<file path="config.mk">
export PLATFORM = sky130hd
export DESIGN_NAME = arith_logic_unit
export DESIGN_NICKNAME = d
export VERILOG_FILES = /design/src/rtl/alu_pkg.sv /design/src/rtl/alu_full_adder.sv /design/src/rtl/alu_ripple_adder.sv /design/src/rtl/alu_bitwise_unit.sv /design/src/rtl/alu_flag_unit.sv /design/src/rtl/arith_logic_unit.sv
export SDC_FILE = /design/constraint.sdc
export NUM_CORES = 1
export LEC_CHECK = 0
export ABC_AREA = 1
export BUFFER_PORTS_ARGS = -buffer_cell sky130_fd_sc_hd__buf_2
export CORE_MARGIN = 4
export CORE_UTILIZATION = 40
export DETAILED_ROUTE_END_ITERATION = 10
export PLACE_DENSITY = 0.67
export SETUP_SLACK_MARGIN = 0.4
export SLEW_MARGIN = 10
export SYNTH_ARGS = -nofsm -noshare
export SYNTH_HDL_FRONTEND = slang
export SYNTH_SLANG_ARGS = --single-unit
export TNS_END_PERCENT = 100
</file>
<file path="constraint.sdc">
create_clock -name vclk -period 22.7
set_input_delay 2.27 -clock vclk [all_inputs]
set_output_delay 2.27 -clock vclk [all_outputs]
set_load 0.01 [all_outputs]
</file>
<file path="src/rtl/alu_pkg.sv">
package alu_pkg;

  typedef enum logic [2:0] {
    OP_AND  = 3'b000,
    OP_OR   = 3'b001,
    OP_ADDS = 3'b010,
    OP_RSVD = 3'b011,
    OP_SLT  = 3'b100,
    OP_NOTA = 3'b101,
    OP_ADDU = 3'b110,
    OP_SUBU = 3'b111
  } alu_op_e;

  // One-bit full adder, sum output
  function automatic logic fa_sum(input logic x, input logic y, input logic ci);
    return x ^ y ^ ci;
  endfunction

  // One-bit full adder, carry output
  function automatic logic fa_carry(input logic x, input logic y, input logic ci);
    return (x & y) | (x & ci) | (y & ci);
  endfunction

  // Codes whose adder path runs with B complemented and carry-in set
  function automatic logic needs_negate(input alu_op_e op);
    return (op == OP_SUBU) || (op == OP_SLT);
  endfunction

  // Codes that expose the adder carry on the carry output
  function automatic logic uses_carry(input alu_op_e op);
    return (op == OP_ADDS) || (op == OP_ADDU) || (op == OP_SUBU);
  endfunction

  // Sign-mismatch rule: both inputs share a sign that the sum does not
  function automatic logic sign_mismatch(input logic xs, input logic ys, input logic ss);
    return (xs & ys & ~ss) | (~xs & ~ys & ss);
  endfunction

endpackage

</file>
<file path="src/rtl/alu_full_adder.sv">
module alu_full_adder
  import alu_pkg::*;
(
  input  logic x_i,
  input  logic y_i,
  input  logic c_i,
  output logic s_o,
  output logic c_o
);
  assign s_o = fa_sum(x_i, y_i, c_i);
  assign c_o = fa_carry(x_i, y_i, c_i);
endmodule

</file>
<file path="src/rtl/alu_ripple_adder.sv">
module alu_ripple_adder #(
  parameter int N = 32
) (
  input  logic [N-1:0] x_i,
  input  logic [N-1:0] y_i,
  input  logic         cin_i,
  output logic [N-1:0] sum_o,
  output logic         cout_o
);
  logic [N:0] chain;

  assign chain[0] = cin_i;

  for (genvar k = 0; k < N; k++) begin : g_bit
    alu_full_adder u_fa (
      .x_i (x_i[k]),
      .y_i (y_i[k]),
      .c_i (chain[k]),
      .s_o (sum_o[k]),
      .c_o (chain[k+1])
    );
  end

  assign cout_o = chain[N];
endmodule

</file>
<file path="src/rtl/alu_bitwise_unit.sv">
module alu_bitwise_unit #(
  parameter int N = 32
) (
  input  logic [N-1:0] a_i,
  input  logic [N-1:0] b_i,
  output logic [N-1:0] and_o,
  output logic [N-1:0] or_o,
  output logic [N-1:0] inv_o
);
  assign and_o = a_i & b_i;
  assign or_o  = a_i | b_i;
  assign inv_o = ~a_i;
endmodule

</file>
<file path="src/rtl/alu_flag_unit.sv">
module alu_flag_unit
  import alu_pkg::*;
(
  input  alu_op_e op_i,
  input  logic    a_msb_i,
  input  logic    y_msb_i,
  input  logic    s_msb_i,
  input  logic    carry_i,
  output logic    slt_o,
  output logic    carry_o,
  output logic    ovf_o
);
  logic diff_ovf;

  // Signed overflow of the adder path, with y as the adder's second input
  assign diff_ovf = sign_mismatch(a_msb_i, y_msb_i, s_msb_i);

  // A < B as signed: sign of A - B, corrected when that difference overflowed
  assign slt_o = s_msb_i ^ diff_ovf;

  assign carry_o = uses_carry(op_i) ? carry_i : 1'b0;

  always_comb begin
    unique case (op_i)
      OP_ADDS:          ovf_o = diff_ovf;
      OP_ADDU, OP_SUBU: ovf_o = carry_i;
      default:          ovf_o = 1'b0;
    endcase
  end
endmodule

</file>
<file path="src/rtl/arith_logic_unit.sv">
module arith_logic_unit
  import alu_pkg::*;
#(
  parameter int N = 32
) (
  input  logic [2:0]   op_i,
  input  logic [N-1:0] a_i,
  input  logic [N-1:0] b_i,
  output logic [N-1:0] result_o,
  output logic         carry_o,
  output logic         overflow_o
);
  localparam int MSB = N - 1;

  alu_op_e     op_w;
  logic        neg_w;
  logic [N-1:0] y_w;
  logic [N-1:0] sum_w;
  logic        add_carry_w;
  logic [N-1:0] and_w, or_w, inv_w;
  logic        slt_w;

  assign op_w  = alu_op_e'(op_i);
  assign neg_w = needs_negate(op_w);
  assign y_w   = b_i ^ {N{neg_w}};

  alu_ripple_adder #(.N(N)) u_adder (
    .x_i    (a_i),
    .y_i    (y_w),
    .cin_i  (neg_w),
    .sum_o  (sum_w),
    .cout_o (add_carry_w)
  );

  alu_bitwise_unit #(.N(N)) u_bitwise (
    .a_i   (a_i),
    .b_i   (b_i),
    .and_o (and_w),
    .or_o  (or_w),
    .inv_o (inv_w)
  );

  alu_flag_unit u_flags (
    .op_i    (op_w),
    .a_msb_i (a_i[MSB]),
    .y_msb_i (y_w[MSB]),
    .s_msb_i (sum_w[MSB]),
    .carry_i (add_carry_w),
    .slt_o   (slt_w),
    .carry_o (carry_o),
    .ovf_o   (overflow_o)
  );

  // Opcode decoder: steer one unit onto the result
  always_comb begin
    unique case (op_w)
      OP_AND:                    result_o = and_w;
      OP_OR:                     result_o = or_w;
      OP_NOTA:                   result_o = inv_w;
      OP_ADDS, OP_ADDU, OP_SUBU: result_o = sum_w;
      OP_SLT:                    result_o = {{(N-1){1'b0}}, slt_w};
      default:                   result_o = '0;
    endcase
  end
endmodule

</file>
* After elaboration in Yosys (flattened, before gate mapping)
Cells that the tools add are included.
** Operators by class
- Add/sub/neg operators :: 0
- Bitwise logic cells :: 236
- Reductions and logical operators :: 6
- Multiplexer cells :: 3
- $lt $le $gt $ge :: 0
- Equality and inequality tests :: 6
- Div/mod/pow operators :: 0
- Shift operators :: 0
- $mul :: 0
** Operator list (number)
- $pmux W32 S5 :: 1
- $and A1 B1 Y1 :: 99
- $or A1 B1 Y1 :: 65
- $xor A1 B1 Y1 :: 65
- $and A32 B32 Y32 :: 1
- $not A32 Y32 :: 1
- $or A32 B32 Y32 :: 1
- $xor A32 B32 Y32 :: 1
- $eq A3 B3 Y1 const B :: 4
- $eq A3 B1 Y1 const B :: 1
- $eq A3 B2 Y1 const B :: 1
- $logic_not A3 Y1 :: 1
- $logic_or A1 B1 Y1 :: 3
- $not A1 Y1 :: 3
- $reduce_or A3 Y1 :: 1
- $pmux W1 S2 :: 1
- $reduce_or A2 Y1 :: 1
- $mux W1 :: 1
** Word-level totals
- Bits of input ports :: 67
- Memories kept :: 0
- Memory bits (read-only) :: 0
- Output and inout bits :: 34
- RAM bits :: 0
- Flip-flop bits (word level) :: 0
- Bits in latches :: 0
- Word-level logic and storage cells :: 251

* Logic depth before layout (Yosys ltp)
Gate-level depths: netlist (run 1).
- Depth after elaboration :: 102
- Depth in mapped cells :: 46
- Depth with buffers taken out :: 45

* Hierarchy
From an unflattened synthesis (run 1), not the netlist that was laid out.
** Second synthesis, totals
- Cells, all modules :: 448
- Area, all modules :: 2767.7 um^2
** By module, submodules not included
- arith_logic_unit :: sequential area each 0.0 um^2, instances 1, cells an instance 243, area an instance 1461.4 um^2
- alu_full_adder :: sequential area each 0.0 um^2, instances 32, cells an instance 1, area an instance 20.0 um^2
- alu_bitwise_unit :: sequential area each 0.0 um^2, instances 1, cells an instance 160, area an instance 605.6 um^2
- alu_flag_unit :: sequential area each 0.0 um^2, instances 1, cells an instance 13, area an instance 60.1 um^2

* Worst setup path after synthesis (run 1)
OpenSTA, ideal clock, no wires.
- Kind :: in2out
- Start :: in op_i[1]
- End :: out overflow_o
- Setup slack :: 4.129 ns
- Cell stages on the path :: 43
- Required time :: 20.430 ns
- Buffers on the path :: 2
- Data arrival time :: 16.301 ns
- Cells stage by stage :: buf_6 > nor2_1 > nand2_1 > nand2_2 > inv_2 > buf_6 > nand2_1 > nand2_1 > fa_1 > fa_1 > fa_1 > fa_1 > fa_1 > fa_1 > fa_1 > fa_1 > fa_1 > fa_1 > [... 7 more ...] > fa_1 > fa_1 > fa_1 > fa_1 > fa_1 > fa_1 > fa_1 > fa_1 > fa_1 > fa_1 > fa_1 > fa_1 > inv_1 > fa_1 > fa_1 > or2_2 > nand3_1 > o21ai_0
** Between the ends
- Longest elaborated chain between the ends :: 101
- Elaborated cells between the ends (all ways) :: 176
- Classes of those cells :: eq/ne (4); mux (1); bitwise (169); reduce/logical (2)
** RTL lines
- from (decl) :: RTL line arith_logic_unit.sv:6 : input logic [2:0] op_i,
- $eq A3 B3 Y1 (on tied branches) :: RTL line alu_pkg.sv:26, alu_flag_unit.sv:24
- $logic_or A1 B1 Y1 :: RTL line alu_pkg.sv:26 : return (op == OP_SUBU) || (op == OP_SLT);
- $xor A32 B32 Y32 :: RTL line arith_logic_unit.sv:25 : assign y_w = b_i ^ {N{neg_w}};
- $and A1 B1 Y1 :: RTL line alu_pkg.sv:21 : return (x & y) | (x & ci) | (y & ci);
- $or A1 B1 Y1 (2 in series) :: RTL line alu_pkg.sv:21
- $and A1 B1 Y1 :: RTL line alu_pkg.sv:21
- $or A1 B1 Y1 (2 in series) :: RTL line alu_pkg.sv:21
- $and A1 B1 Y1 :: RTL line alu_pkg.sv:21
- [... 81 more ...]
- $or A1 B1 Y1 (2 in series) :: RTL line alu_pkg.sv:21
- $and A1 B1 Y1 :: RTL line alu_pkg.sv:21
- $or A1 B1 Y1 (2 in series) :: RTL line alu_pkg.sv:21
- $xor A1 B1 Y1 :: RTL line alu_pkg.sv:16 : return x ^ y ^ ci;
- $not A1 Y1 :: RTL line alu_pkg.sv:36 : return (xs & ys & ~ss) | (~xs & ~ys & ss);
- $and A1 B1 Y1 :: RTL line alu_pkg.sv:36
- $or A1 B1 Y1 :: RTL line alu_pkg.sv:36
- $pmux W1 S2 * :: RTL line alu_flag_unit.sv:24 : unique case (op_i)
- to (decl) :: RTL line arith_logic_unit.sv:11 : output logic overflow_o
Mark *: on every way between the ends. The rest lies on a longest branch, timed or not.

* Final worst setup path (run 1)
- Start :: in op_i[0]
- End :: out overflow_o
Same word-level chain as after synthesis.

==> results of run 1 <==
cell type report:
cell class	instances	area, µm²	share of cell area, %
inverter	73	274	8.47
multi-input combinational	436	2340	72.4
tap	80	100	3.09
timing repair buffer	103	520	16.1
per-layer routing:
layer | up-vias | routed length (µm)
li1 | 1737 | -
met1 | 1408 | 3500
met2 | 103 | 3510
met3 | 5 | 564
met4 | 0 | 38
met5 | - | 0
tightest hold or removal path, delay by kind of cell:
kind	cells	cell delay, ns
compound gates	1	0.06
simple gates	1	0.06
buf+inv	2	0.26
worst min path at each step:
stage	slack, ns	from	cells after the start	end
after global placement	4.92	op_i[2]	4	overflow_o
after CTS	4.93	op_i[2]	4	overflow_o
after floorplan	4.70	op_i[2]	2	overflow_o
final	4.92	op_i[2]	4	overflow_o
after detailed placement	4.93	op_i[2]	4	overflow_o
after global routing	4.97	op_i[2]	4	overflow_o
metrics by stage:
step | hold WS (ns) | worst slack [ns]
detailed placement | 4.93 | 2.70
global route | 4.97 | 1.98
finish | 4.92 | 2.79
CTS | 4.93 | 2.67
floorplan | 4.70 | 4.13
global placement | 4.92 | 2.88
synth_stat cells:
master    instances
or2_2            25
nand2_1         224
buf_2             6
nand3_1          34
clkbuf_1          8
nor3_1           27
o21ai_0           7
nand2_2           3
nor2_1           79
buf_6             4
inv_2             2
fa_1             31
ha_1              4
inv_1            71
buf_4             5
nor2_4            1
nand3b_1          1
logic make-up (layout without fill, tap and decap cells):
| family | Yosys count | after routing |
|---|---|---|
| buffers and inverters | 96 | 176 |
| adder cells (fa/ha/maj) | 35 | 35 |
| AO/OA/AOI/OAI | 7 | 7 |
| AND/OR/NAND/NOR | 394 | 394 |
power by group:
part	internal (W)	switching (W)	total (W)
clock network	0	0	0
logic	0.0000350	0.0000498	0.0000848
registers	0	0	0
==> out/metrics.cfg, run 1 <==
[finish]
nets = 716
seq_cells = 0
drive_gt1_share_pct = 21.9
fillers = 740
fin_util_pct = 47.9
layout_common_cells = 224 x nand2_1, 101 x buf_2, 79 x nor2_1, 71 x inv_1, 34 x nand3_1
final_common_cell = nand2_1
final_cell_area_um2 = 3240
diodes = 0
area.sequential_um2 = 0
areaGrowthSynthToFinish_pct = 17.3
instances_no_fill = 692
clock_buffers = 0

[synth]
synthDistinctLibCells = 17
synth_top_area_cell = nand2_1
synth_top_area_share_pct = 30.5
synth_compound_area_share_pct = 1.27
synth.avg_cell_area_um2 = 5.19
synth_nets = 634
synthMuxAreaShare_pct = 0
yosysSeqAreaShare_pct = 0
synth_area_um2 = 2760
synth.area.top_cells = nand2_1 30%, fa_1 22%, nor2_1 11%
synthXorXnorAreaFrac_pct = 0
synth_top_family_by_area = simple AND/OR/NAND/NOR gates
yosys.area_share.simple_pct = 59.3
yosysWarnings = 0
synth_fa_ha_area_share_pct = 24.3
postSynthCellCount = 532

[grt]
grt_use_total_pct = 17.9
grt_pass1_vias = 2941
grt_pass1_wl_um = 13100
overflow = 0
top_usage_layer = met2
use_met3_pct = 2.07
grt_max_degree = 59
antenna_found_initial = 0
use_met1_pct = 23.9
grtUsageMet2_pct = 32.1

[power_and_ir_drop]
total_power_w = 0.0000848
leakage_nw = 1.99
irDropWorstVdd_v = 0.0000110
p_per_area_nw_per_um2 = 26.2

[worst_setup_path]
worstPathRequired_ns = 20.43
arrival_ns = 17.64
cp-start-kind = primary input
worstPathMaxFanout = 34
crit_start = op_i[0]
critPathKind = primary input to output port
cp-end-kind = output port
crit_end = overflow_o
slowest_stage = fa_1
cp_top_family = adder cells
worst-path-buf-inv = 5
cp_common_cell = fa_1
cp.depth = 44
critPathMaxStageDelay_ns = 0.45

[sta]
finalSetupViolations = 0
min_period_ns = 19.91
finalHoldViolCount = 0
worst_pin_slew_ns = 0.664
relSlewSlack_pct = 55.6
slew_violations = 0
fin_crit_sh_pct = 87.7
tns_ns = 0
rsz0062_at_grt = false
clock.fmax_mhz = 50.2

[floorplan]
die_h_um = 91.1
rows = 30
dieWidth_um = 91.1
io_pins = 101
start_util_pct = 40.8
coreArea_um2 = 6760
die-area_um2 = 8290

[placed_design]
dpl.hpwl_um = 5960
place_inst = 692
place_area_um2 = 3240
gp_congestion = 0.852
numPortBuffers = 101

[drt]
drtIter0Drc = 140
drtAntennaViolNets = 0
first_pass_iters = 5
finalWirelength_um = 7610
wl_per_cell_um = 11.0
vias_per_cell = 4.70
drcViolationCount = 0
via_count = 3253

[clocking]
hold_buffers = 0
cts_setup_buffers = 0
cts_resized = 0

[worst_hold_path]
hp-class = primary input to output port

[run_status]
status = complete, no violations

[flow_run]
drv_cap = 0

Note: power is estimated with default switching activity, not from simulation.
==> run 2, diff against run 1 <==
--- a/config.mk
+++ b/config.mk
@@ -8,9 +8,9 @@
 export ABC_AREA = 1
 export BUFFER_PORTS_ARGS = -buffer_cell sky130_fd_sc_hd__buf_2
 export CORE_MARGIN = 4
-export CORE_UTILIZATION = 40
+export CORE_UTILIZATION = 53
 export DETAILED_ROUTE_END_ITERATION = 10
-export PLACE_DENSITY = 0.67
+export PLACE_DENSITY = 0.85
 export SETUP_SLACK_MARGIN = 0.4
 export SLEW_MARGIN = 10
 export SYNTH_ARGS = -nofsm -noshare
==> out/metrics.cfg, run 2 (synthesis results as in run 1) <==
[run_status]
status = complete, no violations

[floorplan]
coreArea_um2 = 4880  ; -28%
die-area_um2 = 6420  ; -23%
start_util_pct = 56.5  ; +16 points
io_pins = 101  ; unchanged
die_h_um = 80.2  ; -12%
dieWidth_um = 80.2  ; -12%
rows = 25  ; -17%

[worst_setup_path]
critPathMaxStageDelay_ns = 0.85  ; +0.40 ns
crit_start = op_i[1]
cp-end-kind = output port
cp-start-kind = primary input
worstPathRequired_ns = 20.43  ; about the same
slowest_stage = buf_2
critPathKind = primary input to output port
worstPathMaxFanout = 64  ; +88%
cp_common_cell = fa_1
arrival_ns = 18.05  ; +0.41 ns
crit_end = overflow_o

[drt]
drtIter0Drc = 166  ; +19%
wl_met1_um = 3290  ; -5.8%
routed-wl-met3_um = 570  ; +1.1%
routed-wl-met2_um = 3400  ; -3.0%
vias_per_cell = 4.88  ; +3.7%
first_pass_iters = 4  ; -1
drtAntennaViolNets = 0  ; unchanged
highest_layer = met4
wl_per_cell_um = 10.9  ; -1.2%
finalWirelength_um = 7350  ; -3.4%
via_count = 3301  ; +1.5%
drcViolationCount = 0  ; unchanged

[placed_design]
numPortBuffers = 101  ; unchanged
dpl.hpwl_um = 5680  ; -4.7%
place_inst = 677  ; -2.2%
gp_congestion = 0.835  ; -1.9%

[sta]
tns_ns = 0  ; unchanged
rsz0062_at_grt = false
fin_crit_sh_pct = 89.5  ; +1.8 points
finalSetupViolations = 0  ; unchanged
min_period_ns = 20.32  ; +0.417 ns
clock.fmax_mhz = 49.2  ; -2.0%
worst_pin_slew_ns = 1.16  ; +0.493 ns
finalHoldViolCount = 0  ; unchanged
slew_violations = 0  ; unchanged
relSlewSlack_pct = 22.9  ; -33 points

[power_and_ir_drop]
irDropWorstVdd_v = 0.0000148  ; +34%
p_per_area_nw_per_um2 = 26.5  ; +0.98%
leakage_nw = 1.98  ; -0.46%

[finish]
clock_buffers = 0  ; unchanged
area.sequential_um2 = 0  ; unchanged
drive_gt1_share_pct = 21.6  ; -0.26 points
fillers = 479  ; -35%
final_common_cell = nand2_1
layout_common_cells = 224 x nand2_1, 101 x buf_2, 79 x nor2_1, 71 x inv_1, 34 x nand3_1
diodes = 0  ; unchanged
nets = 714  ; -0.28%
seq_cells = 0  ; unchanged
areaGrowthSynthToFinish_pct = 16.2
instances_no_fill = 677  ; -2.2%

[grt]
grt_max_degree = 65  ; +10%
antenna_found_initial = 0  ; unchanged
grt_pass1_vias = 2966  ; +0.85%
grt_use_total_pct = 23.0  ; +5.1 points
grt_pass1_wl_um = 12500  ; -4.5%
overflow = 0  ; unchanged

[clocking]
hold_buffers = 0  ; unchanged
cts_setup_buffers = 0  ; unchanged
cts_resized = 0  ; unchanged

[flow_run]
drv_cap = 0  ; unchanged

[worst_hold_path]
hp-class = primary input to output port

## run 2: cell types whose count changed in the layout (fill, tap and decap cells not counted)
cell / before / now
buf_4: 2 / 0
## run 2: how the worst min path moves through the flow
stage,start,end,slack (ns),cells after the start
floorplan,op_i[2],overflow_o,4.70,2
global placement,op_i[2],overflow_o,4.93,4
detailed placement,op_i[2],overflow_o,4.93,4
CTS,op_i[2],overflow_o,4.93,4
global route,op_i[2],overflow_o,4.98,4
finish,op_i[2],overflow_o,4.93,4
## run 2: worst max-delay path: cells and delay by family
family / cells / cell delay (ns)
AO/OA/AOI/OAI: 1 / 0.07
adder cells (fa/ha/maj): 31 / 13.01
AND/OR/NAND/NOR: 6 / 1.20
buffers and inverters: 4 / 1.44
## run 2: routing by layer
| metal | vias up | GRT usage, % |
|---|---|---|
| li1 | 1735 | - |
| met1 | 1441 | 30.6 |
| met2 | 117 | 42.1 |
| met3 | 8 | 0.673 |
| met4 | 0 | 3.38 |
| met5 | - | 0 |
## run 2: where the power goes
part,switching (W),internal (W)
combinational,0.0000499,0.0000349
clock,0,0
sequential,0,0
total,0.0000499,0.0000349
## run 2: cell type report
cell class	instances	area, µm²	area share, %
Multi-Input combinational cell	436	2340	73.1
Timing Repair Buffer	101	505	15.8
Inverter	73	274	8.55
Tap cell	67	83.8	2.62
## run 2: per-stage QoR
stage / worst slack, ns / hold slack [ns] / power (W) / util (%) / cell area [µm²]
finish: 2.38 / 4.93 / 0.0000848 / 65.7 / 3210
global route: 1.54 / 4.98 / 0.0000988 / 65.7 / 3210
CTS: 2.26 / 4.93 / 0.0000856 / 65.7 / 3210
detailed placement: 2.29 / 4.93 / 0.0000852 / 65.7 / 3210
global placement: 2.52 / 4.93 / 0.0000832 / 65.7 / 3210
floorplan: 4.13 / 4.70 / 0.0000569 / - / 2760
==> run 3, diff against run 2 <==
--- a/config.mk
+++ b/config.mk
@@ -7,10 +7,11 @@
 export LEC_CHECK = 0
 export ABC_AREA = 1
 export BUFFER_PORTS_ARGS = -buffer_cell sky130_fd_sc_hd__buf_2
+export CORE_ASPECT_RATIO = 0.7
 export CORE_MARGIN = 4
-export CORE_UTILIZATION = 53
+export CORE_UTILIZATION = 45
 export DETAILED_ROUTE_END_ITERATION = 10
-export PLACE_DENSITY = 0.85
+export PLACE_DENSITY = 0.74
 export SETUP_SLACK_MARGIN = 0.4
 export SLEW_MARGIN = 10
 export SYNTH_ARGS = -nofsm -noshare
==> out/metrics.cfg, run 3 (synthesis results as in run 1) <==
[clocking]
cts_setup_buffers = 0  ; unchanged
hold_buffers = 0  ; unchanged
cts_resized = 0  ; unchanged

[drt]
vias_per_cell = 4.78  ; -2.0%
first_pass_iters = 5  ; +1
drtIter0Drc = 145  ; -13%
drtAntennaViolNets = 0  ; unchanged
finalWirelength_um = 7770  ; +5.7%
wl_per_cell_um = 11.3  ; +4.3%
drcViolationCount = 0  ; unchanged
via_count = 3279  ; -0.67%

[floorplan]
io_pins = 101  ; unchanged
coreArea_um2 = 5840  ; +20%
start_util_pct = 47.2  ; -9.3 points
rows = 23  ; -8.0%
dieWidth_um = 102  ; +27%
die-area_um2 = 7470  ; +16%
die_h_um = 73.5  ; -8.3%

[placed_design]
gp_congestion = 0.899  ; +7.6%
dpl.hpwl_um = 5980  ; +5.4%
preCtsSetupSlack_ns = 2.48  ; +0.195 ns
numPortBuffers = 101  ; unchanged

[worst_setup_path]
cp.depth = 43  ; +2.4%
arrival_ns = 17.87  ; -0.18 ns
worstPathRequired_ns = 20.43  ; about the same
cp_top_family = adder cells
cp_common_cell = fa_1
critPathKind = primary input to output port
slowest_stage = buf_4
cp-start-kind = primary input
cp-end-kind = output port
critPathMaxStageDelay_ns = 0.51  ; -0.34 ns
worst-path-buf-inv = 5  ; +1
worstPathMaxFanout = 64  ; unchanged

[finish]
area.sequential_um2 = 0  ; unchanged
final_common_cell = nand2_1
fillers = 613  ; +28%
drive_gt1_share_pct = 21.8  ; +0.13 points
areaGrowthSynthToFinish_pct = 16.8
diodes = 0  ; unchanged
clock_buffers = 0  ; unchanged
nets = 715  ; +0.14%
seq_cells = 0  ; unchanged
fin_util_pct = 55.2  ; -11 points
layout_common_cells = 224 x nand2_1, 101 x buf_2, 79 x nor2_1, 71 x inv_1, 34 x nand3_1

[sta]
tns_ns = 0  ; unchanged
slew_violations = 0  ; unchanged
min_period_ns = 20.14  ; -0.180 ns
rsz0062_at_grt = false
worst_pin_slew_ns = 1.14  ; -0.0202 ns
relSlewSlack_pct = 24.1  ; +1.2 points
finalSetupViolations = 0  ; unchanged
clock.fmax_mhz = 49.6  ; +0.89%
fin_crit_sh_pct = 88.7  ; -0.79 points
finalHoldViolCount = 0  ; unchanged
layout_setup_ws_ns = 2.56  ; +0.180 ns

[run_status]
status = complete, no violations

[grt]
grt_use_total_pct = 21.1  ; -1.9 points
antenna_found_initial = 0  ; unchanged
grt_pass1_wl_um = 13400  ; +6.6%
grt_pass1_vias = 2977  ; +0.37%
overflow = 0  ; unchanged
grt_max_degree = 65  ; unchanged

[worst_hold_path]
hp-class = primary input to output port
holdPathEnd = overflow_o
min_path_cells = 4  ; unchanged
hold_start = op_i[2]

[power_and_ir_drop]
p_clk_share_pct = 0  ; unchanged
irDropWorstVdd_v = 0.0000176  ; +19%
seqPwrFrac_pct = 0  ; unchanged
p_per_area_nw_per_um2 = 26.7  ; +0.82%
p_switching_w = 0.0000506  ; +1.5%
swShare_pct = 58.9  ; about the same
leakage_nw = 1.99  ; +0.24%
power_frac_comb_pct = 100.0  ; about the same
p_int_w = 0.0000354  ; +1.2%

[flow_run]
drv_cap = 0  ; unchanged

-- run 3: power by group through the flow --
stage	clock, W	combinational [W]	sequential, W
2_1_floorplan	0	0.0000569	0
3_3_place_gp	0	0.0000839	0
3_5_place_dp	0	0.0000863	0
4_1_cts	0	0.0000867	0
5_1_grt	0	0.000100	0
6_report	0	0.0000860	0
-- run 3: through the flow --
step,hold slack [ns],area (µm²),std cells,total power (W)
CTS,4.93,3220,686,0.0000867
global route,4.98,3220,686,0.000100
detailed placement,4.93,3220,686,0.0000863
global placement,4.94,3220,686,0.0000839
finish,4.94,3220,686,0.0000860
floorplan,4.70,2760,532,0.0000569
-- run 3: per-layer routing --
metal  global-route usage, %  wire [µm]  part of all wire (%)
met1                    32.1       3670                    47
met2                    33.8       3370                    43
met3                    2.75        729                   9.4
met4                   0.442          0                     0
met5                       0          0                     0
-- run 3: final cells by class --
class / instances / area [µm²] / area share (%)
tap: 75 / 93.8 / 2.91
multi-input combinational: 436 / 2340 / 72.7
inverter: 73 / 274 / 8.50
timing repair buffer: 102 / 513 / 15.9
-- run 3: worst max-delay path by stage --
| stage | startpoint | endpoint | slack (ns) |
|---|---|---|---|
| floorplan | op_i[1] | overflow_o | 4.13 |
| finish | op_i[1] | overflow_o | 2.56 |
| CTS | op_i[1] | overflow_o | 2.45 |
| global route | op_i[1] | overflow_o | 1.81 |
| global placement | op_i[1] | overflow_o | 2.82 |
| detailed placement | op_i[1] | overflow_o | 2.48 |
